==> src/rtl/tx_pkg.sv <==
package tx_pkg;
  typedef struct packed {
    logic loadData;
    logic loadBreak;
    logic loadIdle;
    logic shiftOn;
    logic writeHold;
    logic lineActive;
  } txStrobes_t;
endpackage

==> src/rtl/tx_baud_gen.sv <==
module tx_baud_gen #(
  parameter int DIV_W = 16
) (
  input  logic             clk,
  input  logic             rstN,
  input  logic [DIV_W-1:0] baudDiv,
  output logic             tick
);
  logic [DIV_W-1:0] count;

  assign tick = (count == '0);

  always_ff @(posedge clk) begin
    if (!rstN) begin
      count <= '0;
    end else if (tick) begin
      count <= baudDiv;
    end else begin
      count <= count - 1'b1;
    end
  end
endmodule

==> src/rtl/tx_ctrl.sv <==
module tx_ctrl
  import tx_pkg::*;
#(
  parameter int DATA_W = 8
) (
  input  logic       clk,
  input  logic       rstN,
  input  logic       tick,
  input  logic       wrEn,
  input  logic       statusRd,
  input  logic       sendBreak,
  input  logic       idleReq,
  output logic       holdEmpty,
  output logic       txDone,
  output txStrobes_t strobes
);
  localparam int FRAME_LEN = DATA_W + 2;
  localparam int CNT_W = $clog2(FRAME_LEN);
  localparam logic [CNT_W-1:0] LAST_BIT = CNT_W'(FRAME_LEN - 1);

  logic             busy;
  logic [CNT_W-1:0] bitCnt;
  logic             breakPend;
  logic             idlePend;
  logic             armEmpty;
  logic             armDone;

  logic frameEnd, decide, brkWant;
  logic startBrk, startIdl, startDat, anyStart, goQuiet;

  always_comb begin
    frameEnd = busy && (bitCnt == LAST_BIT);
    decide   = tick && (!busy || frameEnd);
    brkWant  = breakPend | sendBreak;
    startBrk = decide & brkWant;
    startIdl = decide & ~brkWant & idlePend;
    startDat = decide & ~brkWant & ~idlePend & ~holdEmpty;
    anyStart = startBrk | startIdl | startDat;
    goQuiet  = decide & busy & ~anyStart;
  end

  always_comb begin
    strobes.loadData   = startDat;
    strobes.loadBreak  = startBrk;
    strobes.loadIdle   = startIdl;
    strobes.shiftOn    = tick & busy & ~frameEnd;
    strobes.writeHold  = wrEn;
    strobes.lineActive = busy;
  end

  always_ff @(posedge clk) begin
    if (!rstN) begin
      busy      <= 1'b0;
      bitCnt    <= '0;
      breakPend <= 1'b0;
      idlePend  <= 1'b0;
      holdEmpty <= 1'b1;
      txDone    <= 1'b1;
      armEmpty  <= 1'b0;
      armDone   <= 1'b0;
    end else begin
      if (anyStart) begin
        busy   <= 1'b1;
        bitCnt <= '0;
      end else if (goQuiet) begin
        busy <= 1'b0;
      end else if (tick && busy) begin
        bitCnt <= bitCnt + 1'b1;
      end

      breakPend <= startBrk ? sendBreak : brkWant;
      idlePend  <= (idlePend & ~startIdl) | idleReq;

      if (startDat) begin
        holdEmpty <= 1'b1;
      end else if (wrEn && armEmpty) begin
        holdEmpty <= 1'b0;
      end

      if (goQuiet) begin
        txDone <= 1'b1;
      end else if (anyStart) begin
        txDone <= 1'b0;
      end else if (wrEn && armDone) begin
        txDone <= 1'b0;
      end

      if (wrEn) begin
        armEmpty <= 1'b0;
        armDone  <= 1'b0;
      end else if (statusRd) begin
        armEmpty <= holdEmpty;
        armDone  <= txDone;
      end
    end
  end
endmodule

==> src/rtl/tx_datapath.sv <==
module tx_datapath
  import tx_pkg::*;
#(
  parameter int DATA_W = 8
) (
  input  logic              clk,
  input  logic              rstN,
  input  txStrobes_t        strobes,
  input  logic [DATA_W-1:0] wrData,
  output logic              txLine
);
  localparam int FRAME_LEN = DATA_W + 2;

  logic [DATA_W-1:0]    holdReg;
  logic [FRAME_LEN-1:0] shiftReg;

  always_ff @(posedge clk) begin
    if (!rstN) begin
      holdReg  <= '0;
      shiftReg <= '1;
    end else begin
      if (strobes.writeHold) begin
        holdReg <= wrData;
      end
      if (strobes.loadData) begin
        shiftReg <= {1'b1, holdReg, 1'b0};
      end else if (strobes.loadBreak) begin
        shiftReg <= '0;
      end else if (strobes.loadIdle) begin
        shiftReg <= '1;
      end else if (strobes.shiftOn) begin
        shiftReg <= {1'b1, shiftReg[FRAME_LEN-1:1]};
      end
    end
  end

  assign txLine = strobes.lineActive ? shiftReg[0] : 1'b1;
endmodule

==> src/rtl/uart_break_tx.sv <==
module uart_break_tx
  import tx_pkg::*;
#(
  parameter int DATA_W = 8,
  parameter int DIV_W  = 16
) (
  input  logic              clk,
  input  logic              rstN,
  input  logic [DIV_W-1:0]  baudDiv,
  input  logic [DATA_W-1:0] wrData,
  input  logic              wrEn,
  input  logic              statusRd,
  input  logic              sendBreak,
  input  logic              idleReq,
  output logic              txLine,
  output logic              holdEmpty,
  output logic              txDone
);
  logic       bitTick;
  txStrobes_t strobes;

  tx_baud_gen #(.DIV_W(DIV_W)) u_baud (
    .clk(clk), .rstN(rstN), .baudDiv(baudDiv), .tick(bitTick)
  );

  tx_ctrl #(.DATA_W(DATA_W)) u_ctrl (
    .clk(clk), .rstN(rstN), .tick(bitTick), .wrEn(wrEn),
    .statusRd(statusRd), .sendBreak(sendBreak), .idleReq(idleReq),
    .holdEmpty(holdEmpty), .txDone(txDone), .strobes(strobes)
  );

  tx_datapath #(.DATA_W(DATA_W)) u_dp (
    .clk(clk), .rstN(rstN), .strobes(strobes), .wrData(wrData),
    .txLine(txLine)
  );
endmodule

==> config.mk <==
export PLATFORM = sky130hd
export DESIGN_NAME = uart_break_tx
export DESIGN_NICKNAME = d
export VERILOG_FILES = /design/src/rtl/tx_pkg.sv /design/src/rtl/tx_baud_gen.sv /design/src/rtl/tx_ctrl.sv /design/src/rtl/tx_datapath.sv /design/src/rtl/uart_break_tx.sv
export SDC_FILE = /design/constraint.sdc
export NUM_CORES = 1
export LEC_CHECK = 0
export CAP_MARGIN = 0
export CORE_MARGIN = 1.5
export CORE_UTILIZATION = 56
export CTS_BUF_LIST = sky130_fd_sc_hd__clkbuf_8
export DETAILED_ROUTE_END_ITERATION = 10
export PLACE_DENSITY = 0.82
export SETUP_SLACK_MARGIN = 0.15
export SLEW_MARGIN = 20
export SYNTH_ARGS = -nofsm -noshare
export SYNTH_HDL_FRONTEND = slang
export SYNTH_HIERARCHICAL = 1
export SYNTH_SLANG_ARGS = --single-unit
==> constraint.sdc <==
create_clock -name clk -period 3.6 [get_ports clk]
set_clock_uncertainty 0.1 [all_clocks]
set_input_delay 0.36 -clock clk [delete_from_list [all_inputs] [get_ports clk]]
set_output_delay 0.36 -clock clk [all_outputs]
set_load 0.02 [all_outputs]
==> impl_metrics.py <==
metrics = {
    "job": {
        "timing.max_cap.violations": 0,
    },
    "worst_hold_path": {
        "holdCritStartpoint": "u_dp/shiftReg[5]",
        "worstHoldPathType": "reg -> reg",
        "hold_end": "u_dp/shiftReg[5]",
        "worstHoldPathCells": 1,
    },
    "clocking": {
        "worstSkewPairLatency_ps": 300,
        "clockBufferDepth": 2,
        "post_cts_resize_count": 0,
        "clk_transition_reported_paths_ps": 80,
        "numClockSinks": 45,
        "tritoncts": "done",
        "cts_inserted_buffers": 5,
        "cts.hold.buffers_added": 0,
        "cts_root_buffer": "sky130_fd_sc_hd__clkbuf_8",
        "cts-htree-levels": 2,
        "cts_setup_buffers": 0,
    },
    "sta": {
        "finalSetupViolations": 0,
        "slew_limit_headroom": 0.520,
        "final-hold-violation-count": 0,
        "totalNegativeSetupSlack_ps": 0,
        "fmax_ghz": 0.328,
        "worst_pin_slew_ps": 714,
        "maxSlewViolCount": 0,
        "final.min_clock_period_ps": 3050,
        "finalCritPeriodShare": 0.847,
        "grt_setup_unrepaired": "false",
    },
    "yosys": {
        "netlist_top_cells_count": "sky130_fd_sc_hd__dfxtp_1 (45), sky130_fd_sc_hd__nor2_1 (25), sky130_fd_sc_hd__nand2_1 (17), sky130_fd_sc_hd__o21ai_0 (17), sky130_fd_sc_hd__mux2i_1 (11)",
        "yosys.cell_count.top_type": "sky130_fd_sc_hd__dfxtp_1",
        "number_of_enable_type_register_cells_in_the_synthesized_netlist": 0,
        "synth.yosys.seq_area_share": 0.393,
        "synth_top_area_share": 0.393,
        "synthesis.nets": 294,
        "yosysWarningCount": 6,
        "synth_top_area_cells": "sky130_fd_sc_hd__dfxtp_1 (39%), sky130_fd_sc_hd__mux2i_1 (4.8%), sky130_fd_sc_hd__nor2_1 (4.1%)",
        "postSynthCellCount": 260,
        "synth_cell_type_count": 52,
        "synth.cell_area_um2": 2290,
        "synth_area_per_cell_um2": 8.82,
        "register_bit_total_from_synthesis": 45,
        "synth-async-reset-ratio": 0,
        "post_synth_top_area_cell": "sky130_fd_sc_hd__dfxtp_1",
        "dominantRegCellSynth": "sky130_fd_sc_hd__dfxtp_1",
    },
    "layout": {
        "diodes": 0,
        "area_delta_synth_final_pct": 18.5,
        "finalCoreUtilization": 0.685,
        "drive_gt1_frac": 0.108,
        "multi_input_gate_area_in_the_final_layout_um2": 1260,
        "final_nets": 321,
        "ff_latch_area_um2": 901,
        "fin_area_um2": 2720,
        "number_of_inserted_filler_cells_in_the_final_layout": 321,
    },
    "worst_setup_path": {
        "r2r_cells": 10,
        "worstSetupEndpointType": "flop",
        "r2r_end": "u_dp/shiftReg[8]",
        "worst_ep_arrival_time_ps": 3140,
        "critical_path.reg2reg.startpoint": "u_baud/count[0]",
        "required_ps": 3690,
        "setup.worst_path.class": "reg -> reg",
        "setup.reg_to_reg.worst_slack_ps": 550,
        "critical_path.startpoint_type": "flop",
        "cp_max_fo": 11,
    },
    "die": {
        "fp.coreArea_um2": 3970,
        "start_util": 0.578,
        "dieArea_um2": 4490,
        "num_io_pins": 33,
        "std_cell_rows": 23,
        "dieHeight_um": 67.0,
        "dieWidth_um": 67.0,
    },
    "grt": {
        "grt_start_max_net_pins": 18,
        "via_count_of_the_first_global_routing_pass": 1752,
        "global_route_wire_length_before_repair_um": 7850,
        "use_met2": 0.345,
        "grt-ovfl-total": 0,
        "track_usage": 0.231,
        "met1_usage": 0.310,
        "global_route_met3_utilization": 0.0777,
        "antenna_found_initial": 0,
        "gr-max-usage-layer": "met2",
    },
    "pwr": {
        "p_per_area_nw_per_um2": 686,
        "max-vdd-ir-drop_mv": 0.435,
        "p_leak_nw": 0.990,
        "report.power.total_mw": 1.86,
    },
    "placed_design": {
        "detailedPlacementHpwl_um": 3390,
        "place_congestion": 0.915,
        "port_buffers": 32,
        "dpl-instance-area_um2": 2600,
    },
    "route": {
        "drt_pass1_iterations": 4,
        "overall_via_count_from_detail_route": 1947,
        "route.detailed.vias_per_inst": 5.76,
        "detail_route.iter0.violations": 168,
        "drc_errors": 0,
        "detail_route.wirelength_um": 4820,
        "detail_route.wl_per_cell_um": 14.3,
        "route.antenna.remaining_nets": 0,
    },
    "outcome": {
        "status": "finished clean",
    },
}
==> how the worst max path moves through the flow <==
stage	cells past startpoint	endpoint	from
floorplan	14	u_dp/shiftReg[1]	u_baud/count[0]
global placement	10	u_dp/shiftReg[2]	u_baud/count[0]
detailed placement	10	u_dp/shiftReg[2]	u_baud/count[0]
CTS	10	u_dp/shiftReg[8]	u_baud/count[0]
global route	10	u_dp/shiftReg[8]	u_baud/count[0]
finish	10	u_dp/shiftReg[8]	u_baud/count[0]
==> power breakdown <==
part           internal [mW]  switching (mW)  total (mW)
Sequential             0.604           0.127       0.731
Combinational          0.349           0.398       0.748
Clock                  0.223           0.162       0.386
Total                   1.18           0.688        1.86
==> logic make-up (layout without fill, tap and decap cells) <==
| kind of cell | after synthesis | after routing | share of synthesized area |
|---|---|---|---|
| compound gates | 66 | 66 | 0.196 |
| flops | 45 | 45 | 0.393 |
| fa+ha+maj | 4 | 4 | 0.0218 |
| buf+inv | 24 | 52 | 0.0595 |
| xor+xnor | 9 | 9 | 0.0344 |
| mux | 11 | 11 | 0.0480 |
| simple gates | 101 | 101 | 0.247 |
==> critical path, stage by stage (launching register included) <==
cell                       delay (ps)
sky130_fd_sc_hd__dfxtp_1          340
sky130_fd_sc_hd__inv_1             80
sky130_fd_sc_hd__ha_1             190
sky130_fd_sc_hd__nor4b_1          340
sky130_fd_sc_hd__and4_2           410
sky130_fd_sc_hd__nand4b_1         230
sky130_fd_sc_hd__a21boi_1         270
sky130_fd_sc_hd__and2_2           310
sky130_fd_sc_hd__or2_1            370
sky130_fd_sc_hd__o21ai_1          130
sky130_fd_sc_hd__o22a_2           180
==> layout by cell type, fill, tap and decap left out, types with 2 or more instances in the layout <==
master and n:
sky130_fd_sc_hd__o21ai_0 17, sky130_fd_sc_hd__nand3_1 4, sky130_fd_sc_hd__clkdlybuf4s50_1 32, sky130_fd_sc_hd__xor2_1 3
sky130_fd_sc_hd__buf_4 4, sky130_fd_sc_hd__inv_1 9, sky130_fd_sc_hd__clkbuf_8 6, sky130_fd_sc_hd__dfxtp_1 45
sky130_fd_sc_hd__o21ai_2 3, sky130_fd_sc_hd__nor3_1 6, sky130_fd_sc_hd__nor2_1 25, sky130_fd_sc_hd__nand4_1 5
sky130_fd_sc_hd__nor2b_1 10, sky130_fd_sc_hd__xnor2_1 6, sky130_fd_sc_hd__a21oi_1 10, sky130_fd_sc_hd__nand2b_1 4
sky130_fd_sc_hd__or4_1 5, sky130_fd_sc_hd__a31oi_1 5, sky130_fd_sc_hd__nor4_1 4, sky130_fd_sc_hd__ha_1 4
sky130_fd_sc_hd__or2_2 2, sky130_fd_sc_hd__nor4_2 2, sky130_fd_sc_hd__nor4b_1 2, sky130_fd_sc_hd__nand2_1 17
sky130_fd_sc_hd__o41ai_1 3, sky130_fd_sc_hd__o22a_2 5, sky130_fd_sc_hd__or3_1 3, sky130_fd_sc_hd__mux2i_1 11
sky130_fd_sc_hd__a211oi_1 7, sky130_fd_sc_hd__o21ai_1 5, sky130_fd_sc_hd__o22a_1 3
==> registers in the layout, indices dropped and copies added (netlist names) <==
signal            count
u_baud/count         16
u_ctrl/armDone        1
u_ctrl/armEmpty       1
u_ctrl/bitCnt         4
u_ctrl/breakPend      1
u_ctrl/busy           1
u_ctrl/holdEmpty      1
u_ctrl/idlePend       1
u_ctrl/txDone         1
u_dp/holdReg          8
u_dp/shiftReg        10
==> stage by stage <==
stage	worst slack (ps)	cells	hold WS [ps]
after floorplan	914	260	334
after global placement	558	330	368
after detailed placement	432	330	377
after CTS	406	338	397
after global routing	218	338	418
final	551	338	394
==> cell type report <==
cell class              count  area share
repair buffers             36       0.129
flip-flops and latches     45       0.331
multi-input cells         191       0.463
clock inverters             2      0.0124
inverters                   8      0.0110
clock buffers               6      0.0304
well taps                  50      0.0230
==> per-layer routing <==
metal | wire length (um) | part of all wire
met5 | 0 | 0
met4 | 53 | 0.011
met3 | 325 | 0.067
met2 | 2030 | 0.42
met1 | 2410 | 0.50
Note: power is estimated with default switching activity, not from simulation.
